==> config.mk <==
export PLATFORM = sky130hd
export DESIGN_NAME = dma_chan_csr
export DESIGN_NICKNAME = d
export VERILOG_FILES = /design/src/rtl/dma_csr_pkg.sv /design/src/rtl/dma_csr_merge.sv /design/src/rtl/dma_csr_engine.sv /design/src/rtl/dma_csr_rdmux.sv /design/src/rtl/dma_chan_csr.sv
export SDC_FILE = /design/constraint.sdc
export NUM_CORES = 1
export LEC_CHECK = 0
export BUFFER_PORTS_ARGS = -buffer_cell sky130_fd_sc_hd__clkbuf_2
export CAP_MARGIN = 25
export CELL_PAD_IN_SITES_DETAIL_PLACEMENT = 2
export CELL_PAD_IN_SITES_GLOBAL_PLACEMENT = 2
export CORE_ASPECT_RATIO = 0.6
export CORE_UTILIZATION = 25
export DETAILED_ROUTE_END_ITERATION = 12
export HOLD_SLACK_MARGIN = 0.08
export PLACE_DENSITY = 0.83
export SYNTH_ARGS = -nofsm -noshare
export SYNTH_HDL_FRONTEND = slang
export SYNTH_HIERARCHICAL = 1
export SYNTH_SLANG_ARGS = --single-unit
export TNS_END_PERCENT = 1
==> constraint.sdc <==
create_clock -name clk -period 1.5 [get_ports clk]
set_input_delay 0 -clock clk [delete_from_list [all_inputs] [get_ports clk]]
set_output_delay 0 -clock clk [all_outputs]
set_load 0.01 [all_outputs]
==> src/rtl/dma_csr_pkg.sv <==
package dma_csr_pkg;

    localparam int unsigned HALF_W   = 16;
    localparam int unsigned WORD_W   = 32;
    localparam int unsigned DEV_W    = 8;

    localparam int unsigned RUN_BIT  = 15;
    localparam int unsigned PAUSE_BIT = 14;
    localparam int unsigned FLUSH_BIT = 13;
    localparam int unsigned WAKE_BIT = 12;
    localparam int unsigned DEAD_BIT = 11;
    localparam int unsigned ACT_BIT  = 10;
    localparam int unsigned BT_BIT   = 8;

    // Bits held in storage; active comes from the engine, bit 9 is reserved.
    localparam logic [HALF_W-1:0] KEEP_MASK = 16'hF9FF;

    typedef enum logic [1:0] {
        ST_IDLE  = 2'd0,
        ST_RUN   = 2'd1,
        ST_DRAIN = 2'd2
    } eng_state_e;

endpackage

==> src/rtl/dma_csr_merge.sv <==
module dma_csr_merge #(
    parameter int unsigned         W    = 16,
    parameter logic [W-1:0]        KEEP = '1
) (
    input  logic [W-1:0] cur_i,
    input  logic [W-1:0] bus_hit_i,
    input  logic [W-1:0] bus_val_i,
    input  logic [W-1:0] aux_hit_i,
    input  logic [W-1:0] aux_val_i,
    output logic [W-1:0] nxt_o
);

    // Per-bit selection: bus enable first, then the side source, else hold.
    for (genvar i = 0; i < W; i++) begin : g_bit
        logic sel;
        assign sel      = bus_hit_i[i] ? bus_val_i[i]
                        : (aux_hit_i[i] ? aux_val_i[i] : cur_i[i]);
        assign nxt_o[i] = KEEP[i] & sel;
    end

endmodule

==> src/rtl/dma_csr_engine.sv <==
module dma_csr_engine
    import dma_csr_pkg::*;
#(
    parameter int unsigned DRAIN_CYC = 4
) (
    input  logic clk,
    input  logic rst_n,
    input  logic run_i,
    input  logic pause_i,
    input  logic flush_i,
    input  logic abort_i,
    output logic active_o,
    output logic drain_done_o
);

    localparam int unsigned     CNT_W = (DRAIN_CYC < 2) ? 1 : $clog2(DRAIN_CYC + 1);
    localparam logic [CNT_W-1:0] LOAD = CNT_W'(DRAIN_CYC - 1);

    eng_state_e       st_q, st_d;
    logic [CNT_W-1:0] cnt_q, cnt_d;

    // State register
    always_ff @(posedge clk) begin
        if (!rst_n) begin
            st_q  <= ST_IDLE;
            cnt_q <= '0;
        end else begin
            st_q  <= st_d;
            cnt_q <= cnt_d;
        end
    end

    // Next state
    always_comb begin
        st_d  = st_q;
        cnt_d = cnt_q;
        if (abort_i) begin
            st_d  = ST_IDLE;
            cnt_d = '0;
        end else begin
            unique case (st_q)
                ST_IDLE: begin
                    if (run_i && !pause_i) st_d = ST_RUN;
                end
                ST_RUN: begin
                    if (!run_i || pause_i || flush_i) begin
                        st_d  = ST_DRAIN;
                        cnt_d = LOAD;
                    end
                end
                ST_DRAIN: begin
                    if (cnt_q == '0) st_d = ST_IDLE;
                    else             cnt_d = cnt_q - 1'b1;
                end
                default: begin
                    st_d  = ST_IDLE;
                    cnt_d = '0;
                end
            endcase
        end
    end

    // Outputs
    always_comb begin
        active_o     = (st_q == ST_RUN) || (st_q == ST_DRAIN);
        drain_done_o = (st_q == ST_DRAIN) && (cnt_q == '0) && !abort_i;
    end

    a_r4_start: assert property (@(posedge clk) disable iff (!rst_n)
        (st_q == ST_IDLE && run_i && !pause_i && !abort_i) |=> active_o);

    a_r7_abort: assert property (@(posedge clk) disable iff (!rst_n)
        abort_i |=> !active_o);

    a_r5_quiesce: assert property (@(posedge clk) disable iff (!rst_n)
        (st_q == ST_RUN && (!run_i || pause_i || flush_i) && !abort_i)
        |=> (st_q == ST_DRAIN && active_o));

    a_r5_count_down: assert property (@(posedge clk) disable iff (!rst_n)
        (st_q == ST_DRAIN && !abort_i && cnt_q != '0)
        |=> (st_q == ST_DRAIN && cnt_q == CNT_W'($past(cnt_q) - 1'b1)));

    a_r12_drain_exit: assert property (@(posedge clk) disable iff (!rst_n)
        drain_done_o |=> (st_q == ST_IDLE && !active_o));

endmodule

==> src/rtl/dma_csr_rdmux.sv <==
module dma_csr_rdmux #(
    parameter int unsigned ADDR_W    = 4,
    parameter int unsigned STAT_ADDR = 1
) (
    input  logic [ADDR_W-1:0] addr_i,
    input  logic [31:0]       word_i,
    output logic [31:0]       rdata_o
);

    localparam logic [ADDR_W-1:0] STAT_A = ADDR_W'(STAT_ADDR);

    always_comb begin
        rdata_o = (addr_i == STAT_A) ? word_i : 32'h0;
    end

endmodule

==> src/rtl/dma_chan_csr.sv <==
module dma_chan_csr
    import dma_csr_pkg::*;
#(
    parameter int unsigned ADDR_W    = 4,
    parameter int unsigned CTRL_ADDR = 0,
    parameter int unsigned STAT_ADDR = 1,
    parameter int unsigned DRAIN_CYC = 4
) (
    input  logic              clk,
    input  logic              rst_n,
    input  logic [ADDR_W-1:0] bus_addr,
    input  logic              bus_we,
    input  logic [31:0]       bus_wdata,
    output logic [31:0]       bus_rdata,
    input  logic              dev_stat_we,
    input  logic [7:0]        dev_stat_wdata,
    output logic              chan_active
);

    localparam logic [ADDR_W-1:0] CTRL_A = ADDR_W'(CTRL_ADDR);

    logic              ctrl_wr;
    logic [HALF_W-1:0] bus_hit, bus_val, aux_hit, aux_val;
    logic [HALF_W-1:0] stat_q, stat_d;
    logic              abort, active, drain_done;
    logic [WORD_W-1:0] stat_word;

    assign ctrl_wr = bus_we && (bus_addr == CTRL_A);
    assign bus_hit = ctrl_wr ? bus_wdata[WORD_W-1:HALF_W] : '0;
    assign bus_val = bus_wdata[HALF_W-1:0];
    assign abort   = ctrl_wr && bus_wdata[HALF_W+ACT_BIT] && !bus_wdata[ACT_BIT];

    always_comb begin
        aux_hit              = '0;
        aux_val              = '0;
        aux_hit[DEV_W-1:0]   = {DEV_W{dev_stat_we}};
        aux_val[DEV_W-1:0]   = dev_stat_wdata;
        aux_hit[FLUSH_BIT]   = drain_done;
    end

    dma_csr_merge #(.W(HALF_W), .KEEP(KEEP_MASK)) merge_i (
        .cur_i     (stat_q),
        .bus_hit_i (bus_hit),
        .bus_val_i (bus_val),
        .aux_hit_i (aux_hit),
        .aux_val_i (aux_val),
        .nxt_o     (stat_d)
    );

    always_ff @(posedge clk) begin
        if (!rst_n) stat_q <= '0;
        else        stat_q <= stat_d;
    end

    dma_csr_engine #(.DRAIN_CYC(DRAIN_CYC)) engine_i (
        .clk          (clk),
        .rst_n        (rst_n),
        .run_i        (stat_q[RUN_BIT]),
        .pause_i      (stat_q[PAUSE_BIT]),
        .flush_i      (stat_q[FLUSH_BIT]),
        .abort_i      (abort),
        .active_o     (active),
        .drain_done_o (drain_done)
    );

    always_comb begin
        stat_word          = {{(WORD_W-HALF_W){1'b0}}, stat_q};
        stat_word[ACT_BIT] = active;
    end

    dma_csr_rdmux #(.ADDR_W(ADDR_W), .STAT_ADDR(STAT_ADDR)) rdmux_i (
        .addr_i  (bus_addr),
        .word_i  (stat_word),
        .rdata_o (bus_rdata)
    );

    assign chan_active = active;

    a_r1_run_hold: assert property (@(posedge clk) disable iff (!rst_n)
        !(ctrl_wr && bus_wdata[HALF_W+RUN_BIT])
        |=> stat_q[RUN_BIT] == $past(stat_q[RUN_BIT]));

    a_r1_run_load: assert property (@(posedge clk) disable iff (!rst_n)
        (ctrl_wr && bus_wdata[HALF_W+RUN_BIT])
        |=> stat_q[RUN_BIT] == $past(bus_wdata[RUN_BIT]));

    a_r8_bus_wins: assert property (@(posedge clk) disable iff (!rst_n)
        (ctrl_wr && bus_wdata[HALF_W] && dev_stat_we)
        |=> stat_q[0] == $past(bus_wdata[0]));

    a_r8_dev_load: assert property (@(posedge clk) disable iff (!rst_n)
        (dev_stat_we && !(ctrl_wr && bus_wdata[HALF_W+DEV_W-1:HALF_W] != '0))
        |=> stat_q[DEV_W-1:0] == $past(dev_stat_wdata));

    a_r12_flush_self_clear: assert property (@(posedge clk) disable iff (!rst_n)
        (drain_done && !(ctrl_wr && bus_wdata[HALF_W+FLUSH_BIT]))
        |=> !stat_q[FLUSH_BIT]);

endmodule

==> summary.md <==
| Metric | Value |
|---|---|
| Crit path capture type | output pin |
| Vias in the first global route | 1,706 |
| P&R area growth vs syn | 38.2% |
| Final Max Tran Viols | 0 |
| First-pass GRT wire length | ~8400 um |
| Routed WL per cell | ~14 um |
| Post-DP HPWL | ~3700 um |
| CP Launch Type | flip-flop |
| Initial antenna violation count | 0 |
| RSZ-0062 raised after global routing | true |
| Fmax | ~700 MHz |
| Final Critical Period | between 1 and 1.5 ns |
| Number of routed nets with antenna violations | 0 |
| Ant. Diodes | 0 |
| Clock sink total | 20 |
| Post-CTS Repair Setup Buffers | 0 |
| H-tree levels | 1 |
| Worst Path Required | 1.50 ns |
| Clk_skew | around 0.0064 ns |
| Worst path max stage delay | roughly 0.38 ns |
| Synth Instances | 190 |
| Post-route setup slack | ~0.074 ns |
| Die area | just under 7000 um^2 |
| Status | completed |
| Max Cap Viol | 0 |
| Setup Viol. Count Final | 0 |
| Worst EP arrival | approximately 1.4 ns |
| Drt first pass iters | 4 |
| GRT Util Overall | 0.163 |
| Clk slew on worst S/H paths | 0.08 ns |
| Worst-path maximum fanout | 5 |
| CTS tree | built |
| Worst path cell trace | inv_1 -> ha_1 -> and2_2 -> clkbuf_2 |
| Period Utilization, post-route | 0.951 |
| Core Rows | 22 |
| PD cells | between 800 and 900 nW/um^2 |
| # IOs | 81 |
| Mean post-synth cell area | 8.45 um^2 |
| Num CTS Buffers | 3 |
| Placed Area | ~2000 um^2 |
| Mapped Area | around 1600 um^2 |
| Worst hold path class | input pin to flip-flop |
| Post-route cell area | between 2000 and 2500 um^2 |
| Final setup TNS | 0 ns |
| Final wirelength | between 5000 and 6000 um |
| Pre-CTS WS | between 0.01 and 0.015 ns |
| Crit Path Class | flip-flop to output pin |
| CTS Buffer Depth | 2 |
| Core Region | between 6000 and 7000 um^2 |
| Port Buffer Count | 62 |
| Remaining DRCs | 0 |
| Largest net degree at the start of global routing | 33 |
| Die Span Y | between 60 and 70 um |
| Peak VDD IR | 0.000343 V |
| Layout cells sized above 1 | 0.390 |
| Initial Utilization | 0.260 |
| Slowest CP cell | dfxtp_2 |
| Nets | approximately 330 |
| Clock Latency Late Sink | around 0.27 ns |
| Global route overflow | 0 |
| Vias per std cell | approximately 4.3 |
| Syn. warnings | 6 |
| Fin. Hold Viols | 0 |
| 1st-iter DRT viols | 49 |
| Chip Width | around 110 um |
| Root Driver | clkbuf_8 |
| Routed vias | roughly 1,600 |
| Lkg Pwr | between 1 and 1.5 nW |
| Final GP Congestion | ~0.87 |
power by group:
| group | switching (mW) | total [mW] | internal (mW) | leakage, nW |
|---|---|---|---|---|
| sequential | 0.0440 | 0.630 | 0.586 | 0.165 |
| clock | 0.195 | 0.552 | 0.357 | 0.0357 |
| combinational | 0.344 | 0.660 | 0.315 | 0.914 |
critical path, delay by kind of cell, from the launching register on:
kind	cells	cell delay (ns)
adders and majority gates	1	0.38
buffers and inverters	2	0.21
DFF	1	0.38
and+or+nand+nor	1	0.20
registers in the layout, summed over array words and instances (netlist names):
| register | flops |
|---|---|
| engine_i/cnt_q | 3 |
| stat_q | 15 |
| engine_i/st_q | 2 |
final timing paths:
check	cells after the start	end	from	slack, ns
worst max-delay path	4	bus_rdata[10]	engine_i/st_q[0]	0.07
worst min-delay path	4	stat_q[13]	bus_wdata[13]	0.08
worst max register to register	5	engine_i/st_q[0]	engine_i/st_q[1]	0.09
worst min register to register	2	engine_i/cnt_q[1]	engine_i/cnt_q[1]	0.49
layer usage:
metal  global-route usage  wire length [um]
met4               0.0370                40
met2                0.293              2380
met1                0.198              2400
met5                    0                 0
met3               0.0378               279
cell type report:
| type | count | area, um^2 |
|---|---|---|
| multi-input cells | 169 | 1150 |
| inverters | 6 | 22.5 |
| fillers | 734 | 3950 |
| repair buffers | 78 | 463 |
| well taps | 84 | 105 |
| clock inverters | 1 | 30.0 |
| clock buffers | 3 | 41.3 |
| flip-flops and latches | 20 | 403 |
per-stage QoR:
stage / hold WS (ns) / power [mW] / util / cells
after CTS: 0.0828 / 1.85 / 0.356 / 361
final: 0.0849 / 1.84 / 0.360 / 361
after floorplan: 0.122 / 1.08 / - / 216
after global placement: 0.310 / 1.20 / 0.323 / 344
after detailed placement: 0.330 / 1.24 / 0.323 / 344
after global routing: 0.112 / 1.98 / 0.360 / 361
timing repair:
item	in CTS	in global routing
endpoints found under the setup margin	3	6
hold buffers	13	0
endpoints found under the hold margin	13	0
resized for setup	2	5
pin swaps	0	0
placed cells by master (no fill, tap or decap):
cell and count:
a211o_1 1, a21o_1 1, a21oi_1 3, a21oi_2 1, a221oi_4 1, and2_1 26
and2_2 21, and3_1 8, and3_2 6, and4b_2 1, and4bb_4 1, buf_4 3
bufinv_16 1, clkbuf_2 62, clkbuf_8 3, conb_1 28, dfxtp_1 18, dfxtp_2 2
dlygate4sd3_1 13, ha_1 4, ha_2 2, ha_4 1, inv_1 6, mux2i_1 15
nand2_1 17, nand2b_1 2, nand4_1 1, nand4bb_1 1, nor2_1 1, nor2_2 1
nor2b_1 4, nor3b_4 1, nor4b_4 1, o2111ai_1 2, o211a_1 1, o21ai_0 3
o21ai_1 14
(Power assumes the default switching activity.)
